<file path="config.mk">
export PLATFORM = sky130hd
export DESIGN_NAME = fieldclk_div
export DESIGN_NICKNAME = d
export VERILOG_FILES = /design/src/rtl/fcd_pkg.sv /design/src/rtl/fcd_ctrl_reg.sv /design/src/rtl/fcd_ratio_map.sv /design/src/rtl/fcd_wave_gen.sv /design/src/rtl/fieldclk_div.sv
export SDC_FILE = /design/constraint.sdc
export NUM_CORES = 1
export LEC_CHECK = 0
export ABC_AREA = 1
export BUFFER_PORTS_ARGS = -buffer_cell sky130_fd_sc_hd__buf_2
export CAP_MARGIN = 15
export CORE_UTILIZATION = 40
export CTS_CLUSTER_DIAMETER = 80
export DETAILED_ROUTE_END_ITERATION = 10
export PLACE_DENSITY = 0.77
export SETUP_SLACK_MARGIN = 0.5
export SYNTH_ARGS = -nofsm -noshare
export SYNTH_HDL_FRONTEND = slang
export SYNTH_SLANG_ARGS = --single-unit
</file>
<file path="constraint.sdc">
create_clock -name clk -period 7 [get_ports clk]
set_clock_uncertainty 0.15 [all_clocks]
set_input_delay 1.05 -clock clk [delete_from_list [all_inputs] [get_ports clk]]
set_output_delay 1.05 -clock clk [all_outputs]
set_load 0.005 [all_outputs]
</file>
<file path="src/rtl/fcd_pkg.sv">
package fcd_pkg;

    localparam int CTRL_W = 32;
    localparam int HALF_W = 16;

    typedef enum logic [2:0] {
        ENC_PLUS1,
        ENC_ONEB,
        ENC_POW2,
        ENC_MAXZ,
        ENC_TABLE
    } fcd_enc_e;

    typedef enum logic {
        WR_FIELD,
        WR_HALFMASK
    } fcd_wmode_e;

    typedef struct packed {
        logic              en;
        logic [CTRL_W-1:0] data;
    } fcd_wr_t;

    // Bits needed to hold the largest ratio an encoding can produce.
    function automatic int ratio_bits(fcd_enc_e enc, int width, int tbl_dw);
        int r;
        case (enc)
            ENC_POW2:  r = 1 << width;
            ENC_ONEB:  r = width;
            ENC_TABLE: r = tbl_dw;
            default:   r = width + 1;
        endcase
        return (r < 2) ? 2 : r;
    endfunction

    function automatic logic cfg_bad(fcd_wmode_e m, int shift, int width);
        return (shift + width > CTRL_W) || ((m == WR_HALFMASK) && (shift + width > HALF_W));
    endfunction

endpackage

</file>
<file path="src/rtl/fcd_ctrl_reg.sv">
module fcd_ctrl_reg
    import fcd_pkg::*;
#(
    parameter int                  SHIFT   = 4,
    parameter int                  WIDTH   = 3,
    parameter fcd_wmode_e          WMODE   = WR_FIELD,
    parameter logic [CTRL_W-1:0]   RST_VAL = '0
) (
    input  logic              clk,
    input  logic              rst,
    input  fcd_wr_t           wr,
    output logic [CTRL_W-1:0] ctrl_o,
    output logic              cfg_err_o
);

    localparam logic [CTRL_W-1:0] FMASK = ((CTRL_W'(1) << WIDTH) - CTRL_W'(1)) << SHIFT;
    localparam logic              BAD   = cfg_bad(WMODE, SHIFT, WIDTH);

    logic [CTRL_W-1:0] ctrl_q;
    logic [CTRL_W-1:0] ctrl_d;

    generate
        if (WMODE == WR_HALFMASK) begin : g_halfmask
            always_comb begin
                ctrl_d = ctrl_q;
                for (int i = 0; i < HALF_W; i++) begin
                    if (wr.data[HALF_W + i]) ctrl_d[i] = wr.data[i];
                end
            end

            // bits without an enable and the whole upper half hold across a write
            p_mask_hold_r8: assert property (@(posedge clk) disable iff (rst)
                wr.en |=> ((((ctrl_q[HALF_W-1:0] ^ $past(ctrl_q[HALF_W-1:0]))
                              & ~$past(wr.data[CTRL_W-1:HALF_W])) == '0)
                           && (ctrl_q[CTRL_W-1:HALF_W] == RST_VAL[CTRL_W-1:HALF_W])));
        end else begin : g_field
            assign ctrl_d = (ctrl_q & ~FMASK) | (wr.data & FMASK);

            // bits outside the field never leave their reset value
            p_field_only_r7: assert property (@(posedge clk) disable iff (rst)
                (ctrl_q & ~FMASK) == (RST_VAL & ~FMASK));
        end
    endgenerate

    always_ff @(posedge clk) begin
        if (rst) begin
            ctrl_q <= RST_VAL;
        end else if (wr.en && !BAD) begin
            ctrl_q <= ctrl_d;
        end
    end

    assign ctrl_o    = ctrl_q;
    assign cfg_err_o = BAD;

    // a rejected configuration keeps the reset word
    p_reject_r9: assert property (@(posedge clk) disable iff (rst)
        cfg_err_o |-> (ctrl_q == RST_VAL));

endmodule

</file>
<file path="src/rtl/fcd_ratio_map.sv">
module fcd_ratio_map
    import fcd_pkg::*;
#(
    parameter int       SHIFT   = 4,
    parameter int       WIDTH   = 3,
    parameter fcd_enc_e ENC     = ENC_PLUS1,
    parameter int       RW      = 4,
    parameter int       TBL_N   = 4,
    parameter int       TBL_DW  = 8,
    parameter logic [TBL_N*WIDTH-1:0]  TBL_VAL = '0,
    parameter logic [TBL_N*TBL_DW-1:0] TBL_DIV = '0
) (
    input  logic [CTRL_W-1:0] ctrl_i,
    output logic [RW-1:0]     ratio_o
);

    logic [CTRL_W-1:0] shifted;
    logic [WIDTH-1:0]  raw;

    assign shifted = ctrl_i >> SHIFT;
    assign raw     = shifted[WIDTH-1:0];

    generate
        if (ENC == ENC_ONEB) begin : g_oneb
            assign ratio_o = RW'(raw);
        end else if (ENC == ENC_POW2) begin : g_pow2
            assign ratio_o = RW'(1) << raw;
        end else if (ENC == ENC_MAXZ) begin : g_maxz
            assign ratio_o = (raw == '0) ? (RW'(1) << WIDTH) : RW'(raw);
        end else if (ENC == ENC_TABLE) begin : g_table
            // Scan from the last entry down so the lowest matching index wins.
            always_comb begin
                ratio_o = '0;
                for (int i = TBL_N - 1; i >= 0; i--) begin
                    if (TBL_VAL[i*WIDTH +: WIDTH] == raw) begin
                        ratio_o = RW'(TBL_DIV[i*TBL_DW +: TBL_DW]);
                    end
                end
            end
        end else begin : g_plus1
            assign ratio_o = RW'(raw) + RW'(1);
        end
    endgenerate

endmodule

</file>
<file path="src/rtl/fcd_wave_gen.sv">
module fcd_wave_gen #(
    parameter int RW = 4
) (
    input  logic          clk,
    input  logic          rst,
    input  logic [RW-1:0] ratio_i,
    output logic          div_o,
    output logic          pass_o,
    output logic          zero_o
);

    logic [RW-1:0] act_q, cnt_q;
    logic [RW-1:0] act_n, cnt_n, hi_n;
    logic          q_q, q_n;
    logic          pass, wrap;

    assign pass = (act_q <= RW'(1));
    assign wrap = pass || (cnt_q == act_q - RW'(1));

    always_comb begin
        act_n = wrap ? ratio_i : act_q;
        cnt_n = wrap ? '0 : cnt_q + RW'(1);
        hi_n  = (act_n >> 1) + RW'(act_n[0]);
        q_n   = (cnt_n < hi_n);
    end

    always_ff @(posedge clk) begin
        if (rst) begin
            act_q <= ratio_i;
            cnt_q <= '0;
            q_q   <= 1'b1;
        end else begin
            act_q <= act_n;
            cnt_q <= cnt_n;
            q_q   <= q_n;
        end
    end

    assign div_o  = q_q;
    assign pass_o = pass;
    assign zero_o = (act_q == '0);

    // the ratio in use only changes as a period restarts
    p_reload_at_edge_r10: assert property (@(posedge clk) disable iff (rst)
        (cnt_q != '0) |-> $stable(act_q));

    // phase counter stays inside the period
    p_cnt_bound_r11: assert property (@(posedge clk) disable iff (rst)
        !pass |-> (cnt_q < act_q));

    // every divided period opens with the high phase
    p_start_high_r11: assert property (@(posedge clk) disable iff (rst)
        (!pass && cnt_q == '0) |-> q_q);

endmodule

</file>
<file path="src/rtl/fieldclk_div.sv">
module fieldclk_div
    import fcd_pkg::*;
#(
    parameter int                SHIFT   = 4,
    parameter int                WIDTH   = 3,
    parameter fcd_enc_e          ENC     = ENC_PLUS1,
    parameter fcd_wmode_e        WMODE   = WR_FIELD,
    parameter logic [CTRL_W-1:0] RST_VAL = 32'hA5A5_0015,
    parameter int                TBL_N   = 4,
    parameter int                TBL_DW  = 8,
    parameter logic [TBL_N*WIDTH-1:0]  TBL_VAL = 12'b110_100_001_000,
    parameter logic [TBL_N*TBL_DW-1:0] TBL_DIV = {8'd12, 8'd6, 8'd3, 8'd2}
) (
    input  logic        clk,
    input  logic        rst,
    input  logic        wr_en,
    input  logic [31:0] wr_data,
    output logic [31:0] rd_data,
    output logic        clk_out,
    output logic        zero_div,
    output logic        cfg_err
);

    localparam int RW = ratio_bits(ENC, WIDTH, TBL_DW);

    fcd_wr_t           wr_req;
    logic [CTRL_W-1:0] ctrl;
    logic [RW-1:0]     ratio;
    logic              div_clk, pass;

    assign wr_req.en   = wr_en;
    assign wr_req.data = wr_data;

    fcd_ctrl_reg #(
        .SHIFT(SHIFT), .WIDTH(WIDTH), .WMODE(WMODE), .RST_VAL(RST_VAL)
    ) u_ctrl (
        .clk(clk), .rst(rst), .wr(wr_req), .ctrl_o(ctrl), .cfg_err_o(cfg_err)
    );

    fcd_ratio_map #(
        .SHIFT(SHIFT), .WIDTH(WIDTH), .ENC(ENC), .RW(RW),
        .TBL_N(TBL_N), .TBL_DW(TBL_DW), .TBL_VAL(TBL_VAL), .TBL_DIV(TBL_DIV)
    ) u_map (
        .ctrl_i(ctrl), .ratio_o(ratio)
    );

    fcd_wave_gen #(.RW(RW)) u_wave (
        .clk(clk), .rst(rst), .ratio_i(ratio),
        .div_o(div_clk), .pass_o(pass), .zero_o(zero_div)
    );

    assign rd_data = ctrl;
    assign clk_out = pass ? clk : div_clk;

endmodule

</file>
### Word level (Yosys, flattened, before mapping)

Index checks and enable logic that the tools add are counted.

* register bits after elaboration: 41
* output and inout port bits: 35
* word-level logic and storage cells: 18

* $add $sub $neg: 4
* $lt $le $gt $ge: 2
* eq/ne operators: 1
* muxes and demuxes: 4
* bitwise logic cells: 1
* reduce and logical (&&, ||, !) cells: 2

Operators by type and width (number)
* 32-bit by 7-bit OR with 32-bit output: 1
* 4-bit 2-to-1 mux: 3
* 3-bit by 1-bit adder with 4-bit output: 1
* 3-bit by 1-bit adder with 4-bit output (second input constant): 1
* 4-bit by 1-bit adder with 4-bit output (second input constant): 1
* 4-bit == test: 1
* 4-bit by 1-bit less-or-equal comparator with 1-bit output (second input constant): 1
* 4-bit zero test: 1
* 4-bit less-than comparator: 1
* 4-bit by 1-bit subtractor with 4-bit output (second input constant): 1
* 1-bit logical OR: 1
* 1-bit 2-to-1 mux: 1

### Longest topological paths before layout

Gate-level depths: netlist (run 1).

* depth after elaboration: 6
* depth in mapped cells: 21
* depth with buffers taken out: 20

### Cells and area by module

From an unflattened synthesis (run 1), not the netlist that was laid out.

* cell total of the unflattened synthesis: 171
* area total of the unflattened synthesis: 1123.6 µm²

Modules (own cells, without submodules)
* fcd_wave_gen: instances 1, cells an instance 108, area an instance 713.2 µm²
* fcd_ctrl_reg: instances 1, cells an instance 50, area an instance 350.3 µm²
* fcd_ratio_map: instances 1, cells an instance 9, area an instance 45.0 µm²
* fieldclk_div: instances 1, cells an instance 4, area an instance 15.0 µm²

==> results of run 1 <==
[tightest hold or removal path, delay by kind of cell (launching register included)]
kind	cells	cell delay (ns)
DFF	1	0.37
AOI/OAI and AO/OA	1	0.09
and+or+nand+nor	1	0.07
[layer usage]
metal  up-vias  routed length, um
li1        443                  -
met1       336                750
met2        27                736
met3         2                 90
met4         0                  7
met5         -                  0
[power by group through the flow]
stage	Clock, uW	Combinational, uW	Sequential, uW
after floorplan	4.93	285	106
after global placement	8.42	304	111
after detailed placement	8.42	309	111
after CTS	90.3	312	109
after global routing	95.0	367	113
final	87.5	307	110
[flip-flops by register name (all words and copies together) (netlist names)]
| register | flops |
|---|---|
| u_ctrl.ctrl_o | 3 |
| u_wave.act_q | 4 |
| u_wave.cnt_q | 4 |
| u_wave.div_o | 1 |
[metrics by stage]
stage	total power (uW)	hold slack [ns]
floorplan	396	0.373
global placement	423	0.392
detailed placement	429	0.393
CTS	512	0.414
global route	576	0.466
finish	504	0.414
[cell type report]
type / count / area [um2] / area share, %
clock buffer: 8 / 63.8 / 5.87
inverter: 15 / 56.3 / 5.18
multi-input combinational: 122 / 644 / 59.3
sequential: 12 / 240 / 22.1
tap: 30 / 37.5 / 3.45
timing repair buffer: 9 / 45.0 / 4.14
[kinds of logic (layout without fill, tap and decap cells)]
family	Yosys count	count (layout)
compound gates	11	11
xor+xnor	4	4
fa+ha+maj	10	10
buf+inv	47	32
flops	12	12
mux	1	1
other cells	2	30
simple gates	66	66
[worst paths after layout]
kind	to	start	depth (start not counted)	slack, ns
setup / recovery	clk_out	clk	4	1.68
hold / removal	u_ctrl.ctrl_o[5]	u_ctrl.ctrl_o[5]	2	0.41
setup reg to reg	u_wave.div_o	u_wave.act_q[0]	20	4.11
hold reg to reg	u_ctrl.ctrl_o[5]	u_ctrl.ctrl_o[5]	2	0.41
[cell usage after synthesis]
cell	number
sky130_fd_sc_hd__nand2_1	33
sky130_fd_sc_hd__buf_4	30
sky130_fd_sc_hd__nor2_1	19
sky130_fd_sc_hd__dfxtp_1	12
sky130_fd_sc_hd__inv_1	12
sky130_fd_sc_hd__ha_1	10
sky130_fd_sc_hd__nand3_1	8
sky130_fd_sc_hd__inv_2	3
sky130_fd_sc_hd__nor3_1	3
sky130_fd_sc_hd__o21ai_0	3
sky130_fd_sc_hd__o21ai_1	3
sky130_fd_sc_hd__xnor2_1	3
sky130_fd_sc_hd__a21oi_4	2
sky130_fd_sc_hd__conb_1	2
sky130_fd_sc_hd__a21oi_1	1
sky130_fd_sc_hd__a21oi_2	1
sky130_fd_sc_hd__buf_6	1
sky130_fd_sc_hd__clkbuf_1	1
sky130_fd_sc_hd__mux2_1	1
sky130_fd_sc_hd__nand2_2	1
sky130_fd_sc_hd__nand2_4	1
sky130_fd_sc_hd__nor3b_1	1
sky130_fd_sc_hd__o21ai_2	1
sky130_fd_sc_hd__xor2_1	1
==> run summary, run 1 <==
The design area came out at 0.00109 mm2. The kind of path behind the tightest hold check is flop to flop. The overall global routing resource usage is 13.0%. The kind of cell adding the most delay to the critical path is buffers and inverters. Of the total power, combinational logic draws 60.9%. The horizontal extent of the die came out at 53.9 um.

The internal power summed over all cells came out at 266 uW. Routability-driven placement finished with a final weighted congestion of 0.759. The placed standard-cell area came out at 0.00103 mm2.

The via count is 808. The initial core utilization came out at 43.0%. The switching power of the nets is 238 uW.

The setup violation total in the final timing report is 0. The per-cell via count in the routed design is 4.12. In the layout the commonest cells are 33 x sky130_fd_sc_hd__nand2_1, 30 x sky130_fd_sc_hd__conb_1, 19 x sky130_fd_sc_hd__nor2_1.

Setup repair after global routing left no endpoint under its margin. The count of final max-slew check failures came out at 0. The ratio of total power to cell area is 464 mW/mm2. The fraction of power spent switching nets is 47.1%. The I/O pin total is 70. The Yosys step of the flow raised 0 warnings. The clock insertion delay at the later pin of the skew report came out at 0.38 ns. The final wirelength came out at 1590 um. The critical path is of the clock port to primary output type.

The data required time of the critical path came out at 5.80 ns. The adder-cell area share of the yosys netlist came out at 11.6%. The clock transition at the registers of the reported paths is 0.08 ns. The detailed placement HPWL is 1290 um. After synthesis the netlist holds a flip-flop and latch count of 12. The final net count came out at 212. The number of global-route vias before repair came out at 652. The initial antenna violation count came out at 0. The worst setup path is captured at a primary output. Once the clock tree was built, the setup fixing pass inserted 0 buffers. The number of standard cells in the layout, taps in and fillers out came out at 196.

The detail-routed net length per standard cell came out at 8.09 um. The post-synthesis xor/xnor area fraction is 3.26%. The first detailed-routing pass took 4 iterations. The max-cap violation count is 0. The largest family of logic cells by synthesized area is buffers and inverters. The count of different cell masters after synthesis is 24.

The setup slack after layout is 1.68 ns. The area share of the largest cell type after synthesis came out at 22.3%. The met1 usage is 16.4%. met2 is the most crowded layer. The post-detailed-route DRC marker count is 0.

The fraction of the mapped netlist area in compound gates came out at 7.91%. The worst setup path is launched from a clock port. Traced cell by cell, the critical path runs through clkbuf_4 -> clkbuf_4 -> mux2_1 -> buf_2. The hold-fix buffer count after cts is 0. The count of buffers added on input and output ports is 10. Counting tap cells, the placed design contains a total of 189 instances. The flow ran to the end, and the final reports show no timing, DRC or antenna violations.

The number of buffers and inverters on the critical path is 3. The number of hold violations in the final report came out at 0. Leaving out fill and tap cells, the most frequent cell in the layout is sky130_fd_sc_hd__nand2_1.

The synthesized design spends more area on one cell type than any other, namely sky130_fd_sc_hd__dfxtp_1. On the critical path, the stage with the largest delay is an instance of sky130_fd_sc_hd__mux2_1. The pre-CTS setup slack is 1.92 ns.

The average instance area after synthesis is 7.03 um2. The utilization after layout came out at 43.5%. The number of nets with antenna violations after detailed routing is 0. TritonCTS built the clock tree. IR analysis of the VDD net gives a maximum drop of 0.320 mV. In this run, flip-flops and latches consume 21.7% of the power. The mux contribution to synthesized area is 1.05%.

The area of the mapped netlist came out at 0.00108 mm2. The total area inside the core boundary comes to 0.00250 mm2. The antenna cell count is 0. The area growth from synthesis to layout is 1.05%. The count of fill cells added during filler insertion came out at 252.

The sequential-to-total area share from yosys stat came out at 22.3%. The part of the total power dissipated in the clock network is 17.4%. From bottom edge to top edge, the die measures 53.9 um. The simple-gate portion of the synthesized area came out at 25.6%.

By instance count, the cell type seen most on the critical path is sky130_fd_sc_hd__clkbuf_4. The maximum fanout along the worst path came out at 2. The wire length of the first global-routing pass is 2680 um.

Global routing consumed, on the met3 layer, 4.52% of the routing resources. Yosys attributes the largest share of cell area to sky130_fd_sc_hd__dfxtp_1 22%, sky130_fd_sc_hd__buf_4 21%, sky130_fd_sc_hd__ha_1 12%. Counting every instance in the synthesized netlist gives 153. The data arrival time at the worst-slack endpoint is 4.12 ns. For met2 alone, demand over resource in global routing was 19.8%. The row count is 18. The detailed router's first-iteration violation count came out at 10. The pin count of the biggest net entering global routing came out at 15. The number of gates given a new drive strength after cts came out at 0. The setup TNS came out at 0 ns. The total overflow reported by the global router is 0. The largest stage delay on the critical path is 0.26 ns.

The standby leakage power is 0.000583 uW. In the final layout, the share of cells above drive strength 1 is 15.7%. The die covers 0.00290 mm2.
(Power assumes the default switching activity.)
==> run 2: changes to the inputs <==
--- a/config.mk
+++ b/config.mk
@@ -8,10 +8,10 @@
 export ABC_AREA = 1
 export BUFFER_PORTS_ARGS = -buffer_cell sky130_fd_sc_hd__buf_2
 export CAP_MARGIN = 15
-export CORE_UTILIZATION = 40
+export CORE_UTILIZATION = 38
 export CTS_CLUSTER_DIAMETER = 80
 export DETAILED_ROUTE_END_ITERATION = 10
-export PLACE_DENSITY = 0.77
+export PLACE_DENSITY = 0.76
 export SETUP_SLACK_MARGIN = 0.5
 export SYNTH_ARGS = -nofsm -noshare
 export SYNTH_HDL_FRONTEND = slang
==> constraint.sdc (replaced) <==
create_clock -name clk -period 4.5 [get_ports clk]
set_clock_uncertainty 0.15 [all_clocks]
set_input_delay 0.675 -clock clk [delete_from_list [all_inputs] [get_ports clk]]
set_output_delay 0.675 -clock clk [all_outputs]
set_load 0.005 [all_outputs]
==> run 2 against run 1 <==
  * Via count up 4.1%
  * First-iteration DRC count down 80%
  * Die area up 5.1%
  * Sequential share of layout area unchanged
  * Non-clock buffer count unchanged
  * Wire length up 2.3%
  * Final area unchanged
  * Core utilization down 1.1 points
==> run summary, run 2 (same netlist as run 1, synthesis figures left out) <==
The endpoint of the worst register-to-register path is u_wave.div_o (unchanged). The first-pass iteration count of the detailed router is 4 (unchanged). The sequential share of power came out at 21.6% (was 21.7%). The setup TNS is 0 ns (unchanged). The vertical die dimension is 55.2 um (was 53.9 um). The setup slack after layout is 0.807 ns (was 1.68 ns).

The overall global routing resource usage was 12.3% (was 13.0%). The proportion of layout cells with a drive suffix above 1 was 15.7% (unchanged). The fraction of power spent switching nets was 47.3% (was 47.1%).

The maximum vdd ir drop is 0.464 mV (was 0.320 mV). Critical path cell sequence: clkbuf_4 -> clkbuf_4 -> mux2_1 -> buf_2 (unchanged). The hold path startpoint is wr_data[4] (was u_ctrl.ctrl_o[5]). The count of final max-slew check failures is 0 (unchanged).

The max-cap violation count came to 0 (unchanged). The area of the core is 0.00257 mm2 (was 0.00250 mm2). The count of fill cells added during filler insertion came out at 281 (was 252).

The setup violation total in the final timing report is 0 (unchanged). The leading cell type in the layout, fill and taps excluded is sky130_fd_sc_hd__nand2_1 (unchanged). The worst-case hold path end point is u_ctrl.ctrl_o[4] (was u_ctrl.ctrl_o[5]). The clock transition at the registers of the reported paths is 0.08 ns (about the same).

The most used cell along the critical path is sky130_fd_sc_hd__clkbuf_4 (unchanged). The maximum fanout along the worst path is 2 (unchanged). Run status: finished, final reports clean (unchanged).

The row count is 18 (unchanged). The final net count is 212 (unchanged). The data required time of the critical path came out at 3.67 ns (was 5.80 ns). The standby leakage power came to 0.000583 uW (unchanged). The largest stage delay on the critical path came out at 0.26 ns (about the same). Setup repair after global routing missed its margin: no (unchanged). The number of setup buffers added after CTS came to 0 (unchanged). The die area came out at 0.00305 mm2 (was 0.00290 mm2). The number of instances on the worst hold path came out at 3 (was 2).

The design area came out at 0.00109 mm2 (unchanged). The ratio of total power to cell area came out at 725 mW/mm2 (was 464 mW/mm2). The data arrival time at the worst-slack endpoint was 2.87 ns (was 4.12 ns). The clock insertion delay at the later pin of the skew report is 0.39 ns (was 0.38 ns). The wire length of the first global-routing pass came to 2870 um (was 2680 um). The part of the total power dissipated in the clock network came out at 17.5% (was 17.4%). The antenna cell count came to 0 (unchanged). The nature of the critical path endpoint is a primary output (unchanged).

The number of port buffers came out at 10 (unchanged). The placed standard-cell area is 0.00103 mm2 (unchanged). The total overflow reported by the global router was 0 (unchanged).

The reg-to-reg critical path startpoint is u_wave.act_q[0] (unchanged). The number of global-route vias before repair was 714 (was 652). The kind of cell adding the most delay to the critical path is buffers and inverters (unchanged).

The startpoint type of the worst setup path is a clock port (unchanged). Most frequent cells in the layout: 33 x sky130_fd_sc_hd__nand2_1, 30 x sky130_fd_sc_hd__conb_1, 19 x sky130_fd_sc_hd__nor2_1 (unchanged). The setup slack of the most critical reg-to-reg path was 1.63 ns (was 4.11 ns).

The post-detailed-route DRC marker count is 0 (unchanged). The detailed placement HPWL was 1310 um (was 1290 um). The number of nets with antenna violations after detailed routing came out at 0 (unchanged). The met1 usage is 13.2% (was 16.4%). The met2 global-route usage is 18.8% (was 19.8%). The number of hold violations in the final report is 0 (unchanged). The portion of total power attributed to combinational logic came out at 60.9% (about the same).

The via count is 841 (was 808). The per-cell via count in the routed design came out at 4.29 (was 4.12). The horizontal extent of the die is 55.2 um (was 53.9 um).

The number of gates given a new drive strength after cts came out at 0 (unchanged). The total power draw is 788 uW (was 504 uW). The master of the slowest instance on the critical path is sky130_fd_sc_hd__mux2_1 (unchanged). The switching power of the nets is 373 uW (was 238 uW).

The CTS tree is done (unchanged). The initial core utilization came to 41.9% (was 43.0%). The I/O pin total came out at 70 (unchanged). The final weighted congestion of routability-driven global placement came to 0.775 (was 0.759). The cell count of the worst reg-to-reg path came to 15 (was 20).

The most congested layer reported by global routing is met2 (unchanged). The initial antenna violation count is 0 (unchanged). The met3 usage is 4.68% (was 4.52%).

The kind of path behind the tightest hold check is input port to flop (was flop to flop). The detailed router's first-iteration violation count came out at 2 (was 10). The final wirelength came out at 1620 um (was 1590 um). The buffering stage count on the worst path with inverters included is 3 (unchanged).

The pre-CTS setup slack came to 1.05 ns (was 1.92 ns). The synthesis-to-layout area growth came out at 1.05% (unchanged). The pin count of the biggest net entering global routing is 15 (unchanged). The internal power summed over all cells is 416 uW (was 266 uW). The hold-fix buffer count after cts was 0 (unchanged). The detail-routed net length per standard cell is 8.27 um (was 8.09 um). The worst setup path category is clock port to primary output (unchanged).
==> run 2: cell counts in the layout (fill, tap and decap cells not counted) <==
No cell type changed its count.
==> run 2: power by group through the flow <==
stage          clock, uW  sequential [uW]  combinational, uW
6_report             138              170                480
5_1_grt              152              175                560
4_1_cts              141              170                489
3_5_place_dp        13.1              173                486
3_3_place_gp        13.1              172                470
2_1_floorplan       7.67              165                443
==> run 2: worst max-delay path by stage <==
stage	endpoint	start	slack, ns	depth (start not counted)
after floorplan	clk_out	clk	1.14	1
after global placement	clk_out	clk	1.05	2
after detailed placement	clk_out	clk	1.05	2
after CTS	clk_out	clk	0.80	4
after global routing	clk_out	clk	0.77	4
final	clk_out	clk	0.81	4
==> run 2: metal layers <==
layer	share of wire (%)	vias up
met2	46	32
met4	3.3	0
met5	0	-
met3	5.6	8
met1	45	360
li1	-	441
==> run 2: worst reg2reg max path, cell delays in order, from the launching register on <==
cell	delay, ns
sky130_fd_sc_hd__dfxtp_1	0.40
sky130_fd_sc_hd__inv_1	0.11
sky130_fd_sc_hd__ha_1	0.25
sky130_fd_sc_hd__o21ai_1	0.34
sky130_fd_sc_hd__nand2_4	0.20
sky130_fd_sc_hd__nor2_1	0.23
sky130_fd_sc_hd__a21oi_4	0.05
sky130_fd_sc_hd__ha_1	0.21
sky130_fd_sc_hd__ha_1	0.19
sky130_fd_sc_hd__xnor2_1	0.13
sky130_fd_sc_hd__ha_1	0.28
sky130_fd_sc_hd__nand2_1	0.05
sky130_fd_sc_hd__inv_1	0.04
sky130_fd_sc_hd__nand2_1	0.04
sky130_fd_sc_hd__nand2_1	0.05
sky130_fd_sc_hd__nand2_1	0.04
==> run 2: area by class of cell <==
class | instances | area (um2) | area share [%]
inverters | 15 | 56.3 | 5.18
clock buffers | 8 | 63.8 | 5.87
well taps | 30 | 37.5 | 3.45
flip-flops and latches | 12 | 240 | 22.1
multi-input cells | 122 | 644 | 59.3
repair buffers | 9 | 45.0 | 4.14
==> run 2: per-stage QoR <==
step	util (%)	hold WS (ns)	cells
4_1_cts	42.3	0.337	196
3_3_place_gp	40.1	0.393	189
3_5_place_dp	40.1	0.404	189
2_1_floorplan	-	0.373	181
6_report	42.3	0.336	196
5_1_grt	42.3	0.347	196
==> run 3: changes to the inputs <==
--- a/config.mk
+++ b/config.mk
@@ -5,13 +5,13 @@
 export SDC_FILE = /design/constraint.sdc
 export NUM_CORES = 1
 export LEC_CHECK = 0
-export ABC_AREA = 1
+export ABC_AREA = 0
 export BUFFER_PORTS_ARGS = -buffer_cell sky130_fd_sc_hd__buf_2
 export CAP_MARGIN = 15
-export CORE_UTILIZATION = 38
+export CORE_UTILIZATION = 40
 export CTS_CLUSTER_DIAMETER = 80
 export DETAILED_ROUTE_END_ITERATION = 10
-export PLACE_DENSITY = 0.76
+export PLACE_DENSITY = 0.77
 export SETUP_SLACK_MARGIN = 0.5
 export SYNTH_ARGS = -nofsm -noshare
 export SYNTH_HDL_FRONTEND = slang
==> constraint.sdc (replaced) <==
create_clock -name clk -period 3.5 [get_ports clk]
set_clock_uncertainty 0.15 [all_clocks]
set_input_delay 0.525 -clock clk [delete_from_list [all_inputs] [get_ports clk]]
set_output_delay 0.525 -clock clk [all_outputs]
set_load 0.005 [all_outputs]
==> run 3 against run 2 <==
  * Hold slack got worse by 0.13 ns
  * Via count fell by 0.71%
  * Non-clock buffer count rose by 14
  * Clock power rose by 39%
  * Clock-buffer cell count fell by 1
  * Cell count fell by 9.2%
  * Synthesized area fell by 0.23%
  * First-iteration DRC count rose to 7.5 times the previous value
  * Global-route usage rose by 4.2 points
  * Combinational power rose by 88%
  * Synthesized cell count fell by 20%
  * Final area rose by 20%
  * Largest cell class unchanged
  * Highest routed layer unchanged
==> run summary, run 3 <==
The row count came out at 18 (unchanged). The master of the slowest instance on the critical path is sky130_fd_sc_hd__xor3_2 (was sky130_fd_sc_hd__mux2_1). The final net count came out at 195 (was 212). The initial antenna violation count came out at 0 (unchanged). The setup TNS is 0 ns (unchanged). The detailed router's first-iteration violation count came to 15 (was 2).

The wire length of the first global-routing pass was 3170 um (was 2870 um). The clock transition at the registers of the reported paths came to 0.07 ns (was 0.08 ns). The max-cap violation count is 0 (unchanged). The data required time of the critical path came out at 3.66 ns (was 3.67 ns). The I/O pin total came out at 70 (unchanged). The timing-limited maximum frequency is 332 MHz. Largest cells by area after synthesis: sky130_fd_sc_hd__dfxtp_1 22%, sky130_fd_sc_hd__buf_4 21%, sky130_fd_sc_hd__ha_1 12% (unchanged). The utilization after layout is 52.3% (was 42.3%). The standby leakage power is 0.000638 uW (was 0.000583 uW).

Most used standard cells in the synthesized netlist: 30 x sky130_fd_sc_hd__buf_4, 12 x sky130_fd_sc_hd__dfxtp_1, 10 x sky130_fd_sc_hd__ha_1, 10 x sky130_fd_sc_hd__nor2_1 (was 33 x sky130_fd_sc_hd__nand2_1, 30 x sky130_fd_sc_hd__buf_4, 19 x sky130_fd_sc_hd__nor2_1). Most frequent cells in the layout: 30 x sky130_fd_sc_hd__conb_1, 14 x sky130_fd_sc_hd__buf_4, 9 x sky130_fd_sc_hd__nor2_1, 9 x sky130_fd_sc_hd__buf_2, 9 x sky130_fd_sc_hd__dfxtp_1 (was 33 x sky130_fd_sc_hd__nand2_1, 30 x sky130_fd_sc_hd__conb_1, 19 x sky130_fd_sc_hd__nor2_1). The proportion of layout cells with a drive suffix above 1 came to 35.8% (was 15.7%). The maximum vdd ir drop is 0.545 mV (was 0.464 mV). The number of nets with antenna violations after detailed routing came out at 0 (unchanged). The overall global routing resource usage is 16.5% (was 12.3%). The CTS tree is done (unchanged). The number of port buffers came out at 10 (unchanged).

Setup repair after global routing missed its margin: yes (was no). The leading cell type in the layout, fill and taps excluded was sky130_fd_sc_hd__conb_1 (was sky130_fd_sc_hd__nand2_1). The detailed placement HPWL came out at 1440 um (was 1310 um).

The antenna cell count is 0 (unchanged). Critical path cell sequence: xor3_2 -> nor3_4 -> a21oi_4 -> buf_4 -> nand2_1 -> o21ai_2 -> ha_4 -> ha_4 -> xnor2_2 -> ha_1 -> o21a_1 -> o21bai_2 -> nor3b_2 -> a21oi_1 (was clkbuf_4 -> clkbuf_4 -> mux2_1 -> buf_2). The cell taking the most area after synthesis is sky130_fd_sc_hd__dfxtp_1 (unchanged). The final weighted congestion of routability-driven global placement is 0.806 (was 0.775). The horizontal extent of the die came out at 53.8 um (was 55.2 um). The clock insertion delay at the later pin of the skew report is 0.37 ns (was 0.39 ns). The largest stage delay on the critical path came out at 0.46 ns (was 0.26 ns).

The area share of the largest cell type after synthesis is 22.4% (was 22.3%). The most used cell along the critical path is sky130_fd_sc_hd__ha_4 (was sky130_fd_sc_hd__clkbuf_4). The number of instances on the worst hold path came out at 2 (was 3). The initial core utilization came out at 42.9% (was 41.9%). The count of different cell masters after synthesis is 35 (was 24).

The number of enable-type register cells in the synthesized netlist is 0 (unchanged). The number of hold violations in the final report came out at 0 (unchanged). The count of final max-slew check failures is 0 (unchanged).

The post-detailed-route DRC marker count was 0 (unchanged). The area of the core was 0.00250 mm2 (was 0.00257 mm2). The data arrival time at the worst-slack endpoint came out at 3.17 ns (was 2.87 ns). The kind of path behind the tightest hold check is input port to flop (unchanged).

The maximum fanout along the worst path came out at 5 (was 2). The vertical die dimension was 53.8 um (was 55.2 um). The average instance area after synthesis is 8.80 um2 (was 7.03 um2).

The count of warnings emitted by yosys is 0 (unchanged). The startpoint type of the worst setup path is a flop (was clock port). The die area is 0.00289 mm2 (was 0.00305 mm2). For the finished layout, the period the worst path requires is 3.01 ns.

The most numerous cell in the Yosys netlist is sky130_fd_sc_hd__buf_4 (was sky130_fd_sc_hd__nand2_1). The nature of the critical path endpoint is a flop (was primary output). The final period utilization came out at 86.0%. The flip-flop and latch count after synthesis came out at 12 (unchanged). The sequential-to-total area share from yosys stat came to 22.4% (was 22.3%). The worst setup path category is flop to flop (was clock port to primary output). The total overflow reported by the global router came out at 0 (unchanged). The area of the mapped netlist came out at 0.00107 mm2 (was 0.00108 mm2). The detail-routed net length per standard cell came out at 12.2 um (was 8.27 um). The fraction of registers with async set or reset after synthesis came out at 0% (unchanged). The per-cell via count in the routed design is 4.69 (was 4.29). The setup violation total in the final timing report came to 0 (unchanged). The synthesized netlist cell count is 122 (was 153). The cell count of the worst reg-to-reg path came out at 14 (was 15). The ratio of total power to cell area was 1010 mW/mm2 (was 725 mW/mm2).

The final wirelength came out at 2170 um (was 1620 um). The pin count of the biggest net entering global routing is 10 (was 15). The count of fill cells added during filler insertion is 225 (was 281). The main flop type after synthesis was sky130_fd_sc_hd__dfxtp_1 (unchanged). The synthesis-to-layout area growth came out at 21.7% (was 1.05%). The number of global-route vias before repair came out at 785 (was 714). Run status: finished, final reports clean (unchanged). The first-pass iteration count of the detailed router came out at 4 (unchanged). The via count came out at 835 (was 841).
[run 3: worst max-delay path: cells and delay by family (launching register included)]
family          cells  cell delay (ns)
simple gates        3             0.44
fa+ha+maj           3             0.62
compound gates      5             0.63
buf+inv             1             0.15
xor+xnor            2             0.58
flops               1             0.37
[run 3: worst paths after layout]
path	slack [ns]	from	end
max	0.49	u_wave.act_q[2]	u_wave.div_o
min	0.21	wr_data[4]	u_ctrl.ctrl_o[4]
max reg2reg	0.49	u_wave.act_q[2]	u_wave.div_o
min reg2reg	0.37	u_wave.cnt_q[0]	u_wave.cnt_q[0]
[run 3: repair_timing]
| item | in CTS | in global routing |
|---|---|---|
| endpoints found under the hold margin | 0 | 0 |
| pin swaps | 11 | 9 |
| hold buffers | 0 | 0 |
| endpoints found under the setup margin | 2 | 2 |
| gates resized for setup | 19 | 11 |
| buffers inserted | 7 | 6 |
[run 3: power by group]
part / leakage [uW] / total, uW / internal (uW) / switching, uW
combinational: 0.000494 / 902 / 483 / 419
sequential: 0.000100 / 227 / 184 / 42.7
clock: 0.0000442 / 192 / 130 / 61.8
total: 0.000638 / 1320 / 797 / 523
[run 3: cells by family (layout without fill, tap and decap cells)]
kind of cell | count (synthesis) | after routing | share of synthesized area (%)
adder cells (fa/ha/maj) | 10 | 10 | 11.7
AND/OR/NAND/NOR | 28 | 28 | 14.0
multiplexers | 6 | 6 | 6.41
buffers and inverters | 37 | 35 | 24.2
AO/OA/AOI/OAI | 17 | 17 | 11.0
other | 2 | 30 | 0.700
flip-flops | 12 | 12 | 22.4
XOR/XNOR | 10 | 10 | 9.67
[run 3: area by class of cell]
class	instances	area (um2)	share of cell area (%)
clock buffers	7	63.8	4.89
inverters	5	23.8	1.82
multi-input cells	101	782	59.9
flip-flops and latches	12	249	19.1
well taps	30	37.5	2.87
repair buffers	23	150	11.5
[run 3: per-layer routing]
metal,part of all wire [%],global-route usage [%],up-vias
li1,-,-,411
met1,40,15.0,398
met2,55,28.2,24
met3,3.3,7.06,2
met4,1.2,13.6,0
met5,0,0,-
[run 3: metrics by stage]
step / std cells / area [um2] / power, uW / setup WS (ns) / hold WS, ns
6_report: 178 / 1310 / 1320 / 0.492 / 0.206
5_1_grt: 178 / 1310 / 1450 / 0.332 / 0.205
4_1_cts: 172 / 1230 / 1200 / 0.354 / 0.192
3_5_place_dp: 159 / 1050 / 843 / 0.208 / 0.347
3_3_place_gp: 159 / 1050 / 814 / 0.261 / 0.336
2_1_floorplan: 150 / 1190 / 757 / 0.455 / 0.302
